===== src/rtl/hp_slot_pkg.sv =====
package hp_slot_pkg;
  localparam int DATA_W = 16;
  localparam int ADDR_W = 2;
  localparam int NUM_EV = 5;

  typedef enum logic [ADDR_W-1:0] {
    SEL_CTRL = 2'd0,
    SEL_STAT = 2'd1,
    SEL_LCAP = 2'd2,
    SEL_NONE = 2'd3
  } reg_sel_e;

  typedef enum logic [1:0] {
    IND_RSVD  = 2'b00,
    IND_ON    = 2'b01,
    IND_BLINK = 2'b10,
    IND_OFF   = 2'b11
  } ind_e;

  // event bit positions, shared by status bits and their enables
  localparam int EV_BTN   = 0;
  localparam int EV_FAULT = 1;
  localparam int EV_LATCH = 2;
  localparam int EV_PRES  = 3;
  localparam int EV_CMD   = 4;

  localparam int C_GLOBAL_EN = 5;
  localparam int C_ATTN_LO   = 6;
  localparam int C_PIND_LO   = 8;
  localparam int C_PWR_OFF   = 10;

  localparam logic [DATA_W-1:0] CTRL_MASK = 16'h07FF;
  localparam logic [DATA_W-1:0] CTRL_RST  = 16'h07C0;
endpackage


===== src/rtl/hp_in_sync.sv =====
module hp_in_sync #(
  parameter int WIDTH  = 4,
  parameter int STAGES = 2
) (
  input  logic             clk,
  input  logic             rst_n,
  input  logic [WIDTH-1:0] d,
  output logic [WIDTH-1:0] q
);
  generate
    for (genvar g = 0; g < WIDTH; g++) begin : g_bit
      logic [STAGES-1:0] ff;
      always_ff @(posedge clk) begin
        if (!rst_n) ff <= '0;
        else        ff <= {ff[STAGES-2:0], d[g]};
      end
      assign q[g] = ff[STAGES-1];
    end
  endgenerate
endmodule


===== src/rtl/hp_debounce.sv =====
module hp_debounce #(
  parameter int CYCLES = 4
) (
  input  logic clk,
  input  logic rst_n,
  input  logic d,
  output logic q
);
  localparam int CW = $clog2(CYCLES + 1);
  localparam logic [CW-1:0] LAST = CW'(CYCLES - 1);

  logic [CW-1:0] cnt;

  // the level must differ from the held value for CYCLES clocks in a row
  always_ff @(posedge clk) begin
    if (!rst_n) begin
      q   <= 1'b0;
      cnt <= '0;
    end else if (d == q) begin
      cnt <= '0;
    end else if (cnt == LAST) begin
      q   <= d;
      cnt <= '0;
    end else begin
      cnt <= cnt + 1'b1;
    end
  end
endmodule


===== src/rtl/hp_ctrl_reg.sv =====
module hp_ctrl_reg
  import hp_slot_pkg::*;
#(
  parameter int CMD_DELAY = 4,
  parameter int PWR_DELAY = 3
) (
  input  logic              clk,
  input  logic              rst_n,
  input  logic              wr_en,
  input  logic [DATA_W-1:0] wdata,
  output logic [DATA_W-1:0] ctrl_q,
  output logic              cmd_done,
  output logic              slot_power
);
  localparam int CCW = $clog2(CMD_DELAY + 1);
  localparam int PCW = $clog2(PWR_DELAY + 1);
  localparam logic [PCW-1:0] PWR_LAST = PCW'(PWR_DELAY - 1);

  logic [CCW-1:0] cmd_cnt;
  logic [PCW-1:0] pwr_cnt;
  logic           pwr_req;

  always_ff @(posedge clk) begin
    if (!rst_n)     ctrl_q <= CTRL_RST;
    else if (wr_en) ctrl_q <= wdata & CTRL_MASK;
  end

  // completion timer: reloaded by every control write
  always_ff @(posedge clk) begin
    if (!rst_n)              cmd_cnt <= '0;
    else if (wr_en)          cmd_cnt <= CCW'(CMD_DELAY);
    else if (cmd_cnt != '0)  cmd_cnt <= cmd_cnt - 1'b1;
  end
  assign cmd_done = (cmd_cnt == CCW'(1)) && !wr_en;

  // power sequencer: output moves once the request has differed long enough
  assign pwr_req = !ctrl_q[C_PWR_OFF];
  always_ff @(posedge clk) begin
    if (!rst_n) begin
      slot_power <= 1'b0;
      pwr_cnt    <= '0;
    end else if (pwr_req == slot_power) begin
      pwr_cnt <= '0;
    end else if (pwr_cnt == PWR_LAST) begin
      slot_power <= pwr_req;
      pwr_cnt    <= '0;
    end else begin
      pwr_cnt <= pwr_cnt + 1'b1;
    end
  end
endmodule


===== src/rtl/hp_status_reg.sv =====
module hp_status_reg
  import hp_slot_pkg::*;
(
  input  logic              clk,
  input  logic              rst_n,
  input  logic [NUM_EV-1:0] set_ev,
  input  logic              clr_en,
  input  logic [NUM_EV-1:0] clr_bits,
  input  logic              hold_fault,
  input  logic [NUM_EV-1:0] ev_en,
  input  logic              global_en,
  output logic [NUM_EV-1:0] sts_q,
  output logic              irq
);
  logic [NUM_EV-1:0] clr_eff;

  always_comb begin
    clr_eff = clr_en ? clr_bits : '0;
    if (hold_fault) clr_eff[EV_FAULT] = 1'b0;
  end

  generate
    for (genvar i = 0; i < NUM_EV; i++) begin : g_ev
      // a new event in the clearing cycle wins over the clear
      always_ff @(posedge clk) begin
        if (!rst_n)         sts_q[i] <= 1'b0;
        else if (set_ev[i]) sts_q[i] <= 1'b1;
        else if (clr_eff[i]) sts_q[i] <= 1'b0;
      end
    end
  endgenerate

  assign irq = global_en && |(sts_q & ev_en);
endmodule


===== src/rtl/hp_slot_regs.sv =====
module hp_slot_regs
  import hp_slot_pkg::*;
#(
  parameter int          CMD_DELAY  = 4,
  parameter int          PWR_DELAY  = 3,
  parameter int          DEBOUNCE   = 4,
  parameter int          SYNC_STAGES = 2,
  parameter logic [3:0]  LINK_SPEED = 4'd1,
  parameter logic [5:0]  LINK_WIDTH = 6'd1
) (
  input  logic              clk,
  input  logic              rst_n,
  input  logic              bus_wr,
  input  logic              bus_rd,
  input  logic [ADDR_W-1:0] bus_addr,
  input  logic [DATA_W-1:0] bus_wdata,
  output logic [DATA_W-1:0] bus_rdata,
  output logic              bus_rvalid,
  input  logic              btn_in,
  input  logic              fault_in,
  input  logic              latch_in,
  input  logic              present_in,
  output logic [1:0]        attn_led,
  output logic [1:0]        pwr_led,
  output logic              slot_power,
  output logic              irq
);
  localparam int NUM_IN = 4;
  localparam logic [DATA_W-1:0] LCAP_WORD = DATA_W'({LINK_WIDTH, LINK_SPEED});

  logic [NUM_IN-1:0] raw_in, sync_in;
  logic              btn_s, fault_s, latch_s, pres_s;
  logic              btn_deb, btn_prev, latch_prev, pres_prev;
  logic              ctrl_wr, stat_wr, cmd_done;
  logic [DATA_W-1:0] ctrl_q;
  logic [NUM_EV-1:0] set_ev, sts_q;
  logic [DATA_W-1:0] stat_word;
  reg_sel_e          sel;

  assign raw_in = {present_in, latch_in, fault_in, btn_in};

  hp_in_sync #(.WIDTH(NUM_IN), .STAGES(SYNC_STAGES)) u_sync (
    .clk(clk), .rst_n(rst_n), .d(raw_in), .q(sync_in)
  );
  assign {pres_s, latch_s, fault_s, btn_s} = sync_in;

  hp_debounce #(.CYCLES(DEBOUNCE)) u_deb (
    .clk(clk), .rst_n(rst_n), .d(btn_s), .q(btn_deb)
  );

  always_ff @(posedge clk) begin
    if (!rst_n) begin
      btn_prev   <= 1'b0;
      latch_prev <= 1'b0;
      pres_prev  <= 1'b0;
    end else begin
      btn_prev   <= btn_deb;
      latch_prev <= latch_s;
      pres_prev  <= pres_s;
    end
  end

  assign sel     = reg_sel_e'(bus_addr);
  assign ctrl_wr = bus_wr && (sel == SEL_CTRL);
  assign stat_wr = bus_wr && (sel == SEL_STAT);

  hp_ctrl_reg #(.CMD_DELAY(CMD_DELAY), .PWR_DELAY(PWR_DELAY)) u_ctrl (
    .clk(clk), .rst_n(rst_n), .wr_en(ctrl_wr), .wdata(bus_wdata),
    .ctrl_q(ctrl_q), .cmd_done(cmd_done), .slot_power(slot_power)
  );

  always_comb begin
    set_ev           = '0;
    set_ev[EV_BTN]   = btn_deb && !btn_prev;
    set_ev[EV_FAULT] = fault_s;
    set_ev[EV_LATCH] = latch_s ^ latch_prev;
    set_ev[EV_PRES]  = pres_s ^ pres_prev;
    set_ev[EV_CMD]   = cmd_done;
  end

  hp_status_reg u_stat (
    .clk(clk), .rst_n(rst_n), .set_ev(set_ev),
    .clr_en(stat_wr), .clr_bits(bus_wdata[NUM_EV-1:0]),
    .hold_fault(!slot_power),
    .ev_en(ctrl_q[NUM_EV-1:0]), .global_en(ctrl_q[C_GLOBAL_EN]),
    .sts_q(sts_q), .irq(irq)
  );

  assign attn_led  = ctrl_q[C_ATTN_LO +: 2];
  assign pwr_led   = ctrl_q[C_PIND_LO +: 2];
  assign stat_word = DATA_W'({pres_s, latch_s, sts_q});

  always_ff @(posedge clk) begin
    if (!rst_n) begin
      bus_rdata  <= '0;
      bus_rvalid <= 1'b0;
    end else begin
      bus_rvalid <= bus_rd;
      if (bus_rd) begin
        case (sel)
          SEL_CTRL: bus_rdata <= ctrl_q;
          SEL_STAT: bus_rdata <= stat_word;
          SEL_LCAP: bus_rdata <= LCAP_WORD;
          default:  bus_rdata <= '0;
        endcase
      end
    end
  end
endmodule


===== config.mk =====
export PLATFORM = sky130hd
export DESIGN_NAME = hp_slot_regs
export DESIGN_NICKNAME = d
export VERILOG_FILES = /design/src/rtl/hp_slot_pkg.sv /design/src/rtl/hp_in_sync.sv /design/src/rtl/hp_debounce.sv /design/src/rtl/hp_ctrl_reg.sv /design/src/rtl/hp_status_reg.sv /design/src/rtl/hp_slot_regs.sv
export SDC_FILE = /design/constraint.sdc
export NUM_CORES = 1
export LEC_CHECK = 0
export BUFFER_PORTS_ARGS = -buffer_cell sky130_fd_sc_hd__buf_2
export CORE_ASPECT_RATIO = 1.2
export CORE_UTILIZATION = 54
export CTS_BUF_LIST = sky130_fd_sc_hd__clkbuf_4
export DETAILED_ROUTE_END_ITERATION = 10
export PLACE_DENSITY = 0.81
export SETUP_SLACK_MARGIN = 0.05
export SYNTH_ARGS = -nofsm -noshare
export SYNTH_HDL_FRONTEND = slang
export SYNTH_SLANG_ARGS = --single-unit

===== constraint.sdc =====
create_clock -name clk -period 1.43 [get_ports clk]
set_input_delay 0.143 -clock clk [delete_from_list [all_inputs] [get_ports clk]]
set_output_delay 0.143 -clock clk [all_outputs]
set_load 0.05 [all_outputs]

Word-level counts from Yosys, hierarchy flattened. Index checks and enable logic that the tools add are counted.

Flip-flop bits (word level): 54. Bits of input ports: 26. Output and inout port bits: 23. Word-level logic and storage cells: 74.

$add $sub $neg: 3. Equality and inequality tests: 7. Multiplexer cells: 15. Bitwise operators: 6. Reductions and logical operators: 22.

Operator list (count): 11-bit case mux with 3 select lines (1); 2-bit nonzero test (6); 1-bit two-way mux (11); 3-bit two-way mux (2); 3-bit OR reduction (2); 5-bit AND (1); 1-bit logical AND (5); 5-bit two-way mux (1); 5-bit OR reduction (1); 2-bit equality test (second input constant) (2); 2-bit AND reduction (2); 3-bit by 1-bit adder with 3-bit output (second input constant) (1); 3-bit by 1-bit equality test with 1-bit output (second input constant) (1); 3-bit by 2-bit equality test with 1-bit output (second input constant) (1); 1-bit logical NOT (3); 1-bit inverter (3); 3-bit nonzero test (1); 3-bit by 1-bit subtractor with 3-bit output (second input constant) (1); 2-bit by 1-bit adder with 2-bit output (second input constant) (1); 1-bit equality test (2); 2-bit by 1-bit equality test with 1-bit output (second input constant) (1); 2-bit logical NOT (1); 2-bit OR reduction (1); 1-bit XOR (2).

Logic depth before layout (Yosys ltp). Gate-level depths: netlist of run 1.

Word-level depth: 6. Depth in mapped cells: 5. Mapped depth without buffers: 5.

Hierarchy. A second synthesis of run 1 with hierarchy kept.

Cell total of the unflattened synthesis: 193. Area total of the unflattened synthesis: 2128.3 um^2.

Modules (own cells, without submodules): hp_slot_regs (instances 1, cells each 64, area each 780.7 um^2, sequential area each 400.4 um^2); hp_ctrl_reg (instances 1, cells each 73, area each 739.5 um^2, sequential area each 340.3 um^2); hp_in_sync (instances 1, cells each 20, area each 240.2 um^2, sequential area each 160.2 um^2); hp_status_reg (instances 1, cells each 23, area each 203.9 um^2, sequential area each 100.1 um^2); hp_debounce (instances 1, cells each 13, area each 163.9 um^2, sequential area each 80.1 um^2).

Worst setup path before layout of run 1. OpenSTA, ideal clock, no wires.

Path kind: register to output. Start point: register u_ctrl.ctrl_q[2]. End point: output irq. Arrival: 1549 ps. Required time: 1287 ps. Path slack: -262 ps. Cell stages (with the launch flop): 3. Buffers on the path: 0. Path through: dfxtp_1 a22oi_1 a21boi_0.

Word-level cells in the longest chain between the ends: 3.

RTL lines: from (decl) (line hp_ctrl_reg.sv:11) `output logic [DATA_W-1:0] ctrl_q,`; from (signal assigned) (line hp_ctrl_reg.sv:25) `else if (wr_en) ctrl_q <= wdata & CTRL_MASK;`; 5-bit AND (line hp_status_reg.sv:33) `assign irq = global_en && |(sts_q & ev_en);`; 5-bit OR reduction (line hp_status_reg.sv:33); 1-bit logical AND (line hp_status_reg.sv:33); to (decl) (line hp_slot_regs.sv:26) `output logic irq`.

No other way between the ends.

Final worst setup path of run 1.
Start point: register u_stat.sts_q[0]. End point: output irq.

Word-level cells in the longest chain between the ends: 3.

RTL lines: from (decl) (line hp_status_reg.sv:12) `output logic [NUM_EV-1:0] sts_q,`; from (signal, indexed assignment) (line hp_status_reg.sv:26) `if (!rst_n) sts_q[i] <= 1'b0;`; from (signal, indexed assignment) (line hp_status_reg.sv:27) `else if (set_ev[i]) sts_q[i] <= 1'b1;`; from (signal, indexed assignment) (line hp_status_reg.sv:28) `else if (clr_eff[i]) sts_q[i] <= 1'b0;`; 5-bit AND (line hp_status_reg.sv:33); 5-bit OR reduction (line hp_status_reg.sv:33); 1-bit logical AND (line hp_status_reg.sv:33).

No other way between the ends.

==> results by group, run 1 <==
Run status
  • Result of the run: finished with violations
  • Violations in the final reports: design-rule violations, negative setup slack

Global route
  • Global-route wire length before repair: 6.23 mm
  • Overall global routing resource usage: roughly 21%
  • Largest net degree at the start of global routing: 31
  • Number of global-route vias before repair: 1446
  • Initial antenna violation count: 0
  • Sum of overflow across all layers after global routing: 0

Yosys
  • Area contributors post-synth: dfxtp_1 49%, and2_1 5.4%, nand2_1 4.5%, buf_4 4.2%, mux2i_1 4.0%
  • Async set or reset register ratio after synthesis: 0%
  • Netlist area before placement: 1990 sq um
  • Count of flip-flops with a built-in enable after synthesis: 0
  • Synthesized instance count: 215
  • Mean instance size in the synthesized netlist: 9.24 sq um
  • Top_reg_cell synth: dfxtp_1
  • Fraction of post-synthesis cell area in the top cell type by area: 49.4%
  • Yosys Warn Count: 0
  • Flip-flop and latch count after synthesis: 49
  • Register area share after synthesis: 49.4%
  • Count of cell types in the netlist: 36
  • Synth area leader: dfxtp_1

Power and ir drop
  • Largest voltage drop on the vdd net: 1.13 mV
  • Static Leak: 1.06 nW
  • Power density normalized to cell area: 1210 nW/um^2

Critical path
  • Arrival time of data at the critical path endpoint: 1.41 ns
  • CP top delay family: compound AO/OA/AOI/OAI gates
  • Kind of critical path: flip-flop to primary output
  • Crit-path slowest cell: a222oi_1
  • Largest driver fanout on the critical path: 2
  • Required @ worst endpoint: 1.29 ns
  • Critical Path Sink Type: primary output
  • Cells traversed along the worst timing path: a222oi_1, a21boi_1, buf_4
  • Startpoint kind of the worst setup timing path: flip-flop
  • Critical path buffer and inverter count: 1
  • Max stage delay on crit path: 0.37 ns

Layout
  • Synth-to-layout area growth: 19.7%
  • Final cell count without fillers: 302
  • Fraction of layout cells with a size suffix above 1: between 20% and 30%
  • Area of all placed cells without fillers: 2380 sq um
  • Final core area utilization: 69.5%
  • Highest-count cells in the layout ignoring fill and taps: 46 x dfxtp_1, 37 x buf_2, 24 x nand2_1
  • # nets final: 296
  • Antenna Cells: 0
  • Leading cell type in the layout, fill and taps excluded: dfxtp_1

Place
  • Weighted congestion reported at the end of routability-driven placement: 0.742
  • Placed cell area: roughly 2200 sq um
  • Placed Instances: between 200 and 300
  • Post-placement setup slack: 0.147 ns
  • # port buffers: 38
  • Detailed placer's ending HPWL: 2.58 mm

Floorplanning
  • Top Ports: 49
  • Row Count: 23
  • Effective utilization at floorplan: 58.0%
  • Core outline area: 3420 sq um
  • Die X-Extent: 57.4 microns
  • Height of the die: about 68 microns
  • Die area: 3930 sq um

Routing
  • Count of unresolved DRC violations after routing: 2
  • Remaining antenna violation count: 0
  • DR iter-0 viols: 34
  • Vias per std cell: 5.25
  • Total routed wirelength: 3.87 mm
  • Vias: 1585
  • Number of optimization iterations in the first detailed-route pass: 7
  • Average routed wire per standard cell: 12.8 microns

Timing
  • Post-route minimum period: 1.56 ns
  • Clock Skews: 0.00919 ns
  • Number of max-slew violations in the final report: 0
  • Final cycle utilization of the critical path: 109%
  • Highest clock rate: 0.642 GHz
  • Total negative setup slack: -0.128 ns
  • Final setup fails: 1
  • Setup repair after global routing missed its margin: true
  • Number of hold-slack violations in the final timing report: 0
  • Worst Slack Setup Final: -0.128 ns

CTS
  • Clock tree from TritonCTS: built
  • CTS buffer count: 5
  • Insertion delay of the later-clocked pin in the worst-skew pair: about 0.37 ns
  • Worst-case clock buffer depth: 2
  • Clock H-tree levels: 2
  • Clock Pin Slew Worst Setup and Hold Paths: 0.13 ns
  • CTS Root Cell: clkbuf_4
  • Clock Sinks: 49

Job
  • Max-cap viol count: 0

Min path
  • Path category of the worst min-delay check: primary input to flip-flop
## cell type report
cell class,instances,area (sq um)
flip-flops and latches,49,985
inverters,17,63.8
fillers,299,1050
clock inverters,3,41.3
multi-input cells,135,847
repair buffers,56,358
well taps,37,46.3
clock buffers,5,37.5
## final timing paths
check	slack [ns]	end	start	cells past startpoint
hold reg to reg	0.43	u_deb.cnt[0]	u_deb.cnt[0]	1
setup reg to reg	0.14	u_deb.cnt[1]	u_deb.cnt[0]	4
setup / recovery	-0.13	irq	u_stat.sts_q[0]	3
hold / removal	0.01	u_ctrl.ctrl_q[0]	bus_wdata[0]	3
## worst register-to-register path, delay by kind of cell (launching register included)
family	cells	cell delay [ns]
adders and majority gates	2	0.39
DFF	1	0.34
and+or+nand+nor	2	0.51
## registers in the layout, indices dropped and copies added (netlist names), 2 cells and up
name             count
u_sync.g_bit.ff      8
u_ctrl.ctrl_q       11
bus_rdata           11
u_ctrl.pwr_cnt       2
u_ctrl.cmd_cnt       3
u_deb.cnt            3
u_stat.sts_q         5
## kinds of logic after synthesis
group	count (synthesis)	share of synthesized area, %
AO/OA/AOI/OAI	32	10.6
XOR/XNOR	5	2.20
adder cells (fa/ha/maj)	6	3.78
buffers and inverters	35	9.07
flip-flops	49	49.4
multiplexers	8	4.03
other	1	0.189
AND/OR/NAND/NOR	79	20.7
## cells in the mapped netlist, drive strengths merged (5+ instances only)
library cell	n
o22ai	5
nand3	9
buf	12
nand2	24
inv	17
dfxtp	49
and2	17
mux2i	8
ha	6
a21oi	11
nand2b	7
nor2	11
clkbuf	6
## where the power goes
| group | internal (W) | leakage [nW] | switching, W |
|---|---|---|---|
| registers | 0.00146 | 0.402 | 0.0000597 |
| logic | 0.000245 | 0.622 | 0.000321 |
| clock network | 0.000362 | 0.0389 | 0.000441 |
| total | 0.00206 | 1.06 | 0.000823 |
## layer usage
| metal | track usage (%) | vias up | part of all wire, % |
|---|---|---|---|
| met2 | 37.4 | 46 | 49 |
| li1 | - | 796 | - |
| met5 | 0 | - | 0 |
| met4 | 10.1 | 0 | 1.6 |
| met3 | 6.43 | 6 | 5.1 |
| met1 | 24.0 | 737 | 44 |
## metrics by stage
step | hold slack, ns | power (W)
finish | 0.0119 | 0.00289
global route | 0.0205 | 0.00302
CTS | 0.00517 | 0.00282
detailed placement | 0.354 | 0.00202
global placement | 0.347 | 0.00200
floorplan | 0.267 | 0.00192
## what timing repair did
| action | CTS | global route |
|---|---|---|
| endpoints found under the setup margin | 1 | 2 |
| gates resized for setup | 2 | 4 |
| cloned | 0 | 0 |
| buffers inserted | 0 | 1 |
| pin swaps | 2 | 0 |
| hold buffers | 11 | 1 |
| endpoints found under the hold margin | 11 | 1 |
No activity file was read; power rests on OpenSTA's default activity.
==> run 2, diff against run 1 <==
--- a/config.mk
+++ b/config.mk
@@ -10,6 +10,7 @@
 export CORE_UTILIZATION = 54
 export CTS_BUF_LIST = sky130_fd_sc_hd__clkbuf_4
 export DETAILED_ROUTE_END_ITERATION = 10
+export HOLD_SLACK_MARGIN = 0.12
 export PLACE_DENSITY = 0.81
 export SETUP_SLACK_MARGIN = 0.05
 export SYNTH_ARGS = -nofsm -noshare
==> run 2 against run 1 <==
Against the previous run: the run still ends with design-rule violations, negative setup slack left; die area did not move; final area grew 1.7%; non-clock buffer count grew 4; worst setup slack improved by 0.018 ns; register-to-register slack about the same; utilization is 1.2 points higher; critical endpoint unchanged; largest cell class unchanged.
==> results by group, run 2 (same netlist as run 1, synthesis figures left out) <==
Power and ir drop
  • Net switching power of the design: 0.000824 W (+0.14%)
  • Fraction of power consumed by combinational cells: 19.8% (+0.2 points)
  • Internal power: 0.00207 W (+0.34%)
  • Overall power: 0.00290 W (+0.28%)
  • Largest voltage drop on the vdd net: 1.14 mV (about the same)
  • Proportion of power drawn by flip-flops and latches: 52.4% (-0.2 points)
  • Switching share of total power: 28.5% (-0.040 points)
  • Fraction of power consumed by the clock network: 27.8% (about the same)
  • Static Leak: 1.08 nW (+1.6%)
  • Power density normalized to cell area: 1200 nW/um^2 (-1.4%)

Place
  • Post-placement setup slack: 0.147 ns (unchanged)
  • Weighted congestion reported at the end of routability-driven placement: 0.742 (unchanged)
  • Detailed placer's ending HPWL: 2.58 mm (unchanged)
  • # port buffers: 38 (unchanged)

Global route
  • Global-route wire length before repair: 6.41 mm (+2.9%)
  • Initial antenna violation count: 0 (unchanged)
  • Overall global routing resource usage: 22.1% (+0.66 points)
  • Largest net degree at the start of global routing: 31 (unchanged)
  • Sum of overflow across all layers after global routing: 0 (unchanged)
  • Number of global-route vias before repair: 1469 (+1.6%)

Critical path
  • Critical path buffer and inverter count: 1 (unchanged)
  • Required @ worst endpoint: 1.29 ns (about the same)
  • Worst setup slack for register-to-register paths: 0.14 ns (about the same)
  • Largest driver fanout on the critical path: 2 (unchanged)
  • Worst Reg2Reg Path Length in Cells: 4 (unchanged)
  • Critical Path Sink Type: primary output
  • Cells traversed along the worst timing path: a222oi_1, a21boi_1, buf_4
  • Capture point of the worst reg-to-reg path: u_deb.cnt[1]
  • Reg-to-reg startpoint: u_deb.cnt[0]
  • Crit-path slowest cell: a222oi_1
  • Max stage delay on crit path: 0.36 ns (about the same)
  • Kind of critical path: flip-flop to primary output
  • Startpoint kind of the worst setup timing path: flip-flop
  • CP top delay family: compound AO/OA/AOI/OAI gates
  • Arrival time of data at the critical path endpoint: 1.40 ns (about the same)

Routing
  • Total routed wirelength: 3.92 mm (+1.2%)
  • Number of optimization iterations in the first detailed-route pass: 7 (unchanged)
  • Remaining antenna violation count: 0 (unchanged)
  • Met2 WL: 1.93 mm (+1.3%)
  • Top layer reached by signal wires: met4
  • Met1 Routed Length: 1.72 mm (+1.0%)
  • Sum of met3 wire segment lengths after detailed routing: 204 microns (+3.6%)
  • Count of unresolved DRC violations after routing: 2 (unchanged)
  • Vias per std cell: 5.11 (-2.6%)
  • DR iter-0 viols: 42 (+24%)
  • Vias: 1564 (-1.3%)
  • Average routed wire per standard cell: 12.8 microns (-0.11%)

Run status
  • Violations in the final reports: design-rule violations, negative setup slack
  • Result of the run: finished with violations

Layout
  • Antenna Cells: 0 (unchanged)
  • Fraction of layout cells with a size suffix above 1: 21.9% (-0.33 points)
  • Leading cell type in the layout, fill and taps excluded: dfxtp_1
  • Highest-count cells in the layout ignoring fill and taps: 46 x dfxtp_1, 37 x buf_2, 24 x nand2_1
  • Registers with the most flip-flops: bus_rdata (11), u_ctrl.ctrl_q (11), u_sync.g_bit.ff (8)
  • # nets final: 300 (+1.4%)
  • Synth-to-layout area growth: 21.7%

Job
  • Max-cap viol count: 0 (unchanged)

Floorplanning
  • Height of the die: 68.5 microns (unchanged)
  • Die X-Extent: 57.4 microns (unchanged)
  • Core outline area: 3420 sq um (unchanged)
  • Top Ports: 49 (unchanged)
  • Die area: 3930 sq um (unchanged)
  • Row Count: 23 (unchanged)
  • Effective utilization at floorplan: 58.0% (unchanged)

Min path
  • Path category of the worst min-delay check: primary input to flip-flop
  • Launch point of the worst hold path: bus_addr[1]
  • Worst hold stages: 3 (unchanged)
  • End point of the worst hold path: bus_rdata[4]

CTS
  • CTS buffer count: 5 (unchanged)
  • Clock tree from TritonCTS: built
  • Insertion delay of the later-clocked pin in the worst-skew pair: 0.37 ns (about the same)
  • Clock H-tree levels: 2 (unchanged)
  • Worst-case clock buffer depth: 2 (unchanged)
  • CTS Root Cell: clkbuf_4
  • Clock Pin Slew Worst Setup and Hold Paths: 0.14 ns (about the same)
  • Clock Sinks: 49 (unchanged)

Timing
  • Setup repair after global routing missed its margin: true
  • Highest clock rate: 0.650 GHz (+1.2%)
  • Number of max-slew violations in the final report: 0 (unchanged)
  • Clock Skews: 0.00869 ns (-0.000503 ns)
  • Final setup fails: 1 (unchanged)
  • Worst Slack Setup Final: -0.109 ns (+0.0183 ns)
  • Final cycle utilization of the critical path: 108% (-1.3 points)
  • Post-route minimum period: 1.54 ns (-0.0183 ns)
  • Total negative setup slack: -0.109 ns (+0.0183 ns)
  • Number of hold-slack violations in the final timing report: 0 (unchanged)
run 2: tightest hold or removal path: cells and delay by family:
kind,cells,cell delay [ns]
buffers and inverters,1,0.16
AO/OA/AOI/OAI,1,0.07
AND/OR/NAND/NOR,1,0.13
run 2: layout make-up:
class | count | area [sq um]
Clock buffer | 5 | 37.5
Timing Repair Buffer | 60 | 398
Sequential cell | 49 | 985
Tap cell | 37 | 46.3
Fill cell | 297 | 1010
Multi-Input combinational cell | 135 | 847
Clock inverter | 3 | 41.3
Inverter | 17 | 63.8
run 2: worst max path at each step:
stage / end / startpoint / cells past startpoint / slack, ns
after floorplan: irq / u_ctrl.ctrl_q[2] / 2 / 0.11
after global placement: u_deb.cnt[0] / u_deb.cnt[0] / 4 / 0.18
after detailed placement: u_ctrl.cmd_cnt[1] / u_ctrl.cmd_cnt[0] / 5 / 0.15
after CTS: irq / u_stat.sts_q[0] / 3 / -0.11
after global routing: irq / u_ctrl.ctrl_q[0] / 3 / -0.21
final: irq / u_stat.sts_q[0] / 3 / -0.11
run 2: layer usage:
| metal | track usage (%) | vias up |
|---|---|---|
| met2 | 39.1 | 51 |
| met5 | 0 | - |
| met4 | 10.4 | 0 |
| met1 | 24.4 | 705 |
| met3 | 6.43 | 5 |
| li1 | - | 803 |
run 2: per-stage QoR:
step / hold WS [ns] / util [%] / area [sq um] / cells
CTS: 0.171 / 70.1 / 2400 / 305
global placement: 0.347 / 63.1 / 2160 / 281
floorplan: 0.267 / - / 2000 / 219
finish: 0.180 / 70.6 / 2420 / 306
global route: 0.183 / 70.6 / 2420 / 306
detailed placement: 0.354 / 63.1 / 2160 / 281
run 2: what timing repair did:
item / 4_1_cts / 5_1_grt
endpoints found under the setup margin: 1 / 2
setup buffers: 0 / 1
pin swaps: 2 / 0
hold buffers: 16 / 0
gates resized for setup: 2 / 4
hold endpoints to repair: 19 / 0
run 2: power groups by stage:
stage               clock network [W]  registers [W]  logic, W
CTS                          0.000806        0.00151  0.000511
global placement                    0        0.00154  0.000458
global route                 0.000868        0.00153  0.000637
detailed placement                  0        0.00154  0.000477
floorplan                           0        0.00157  0.000344
finish                       0.000806        0.00152  0.000572
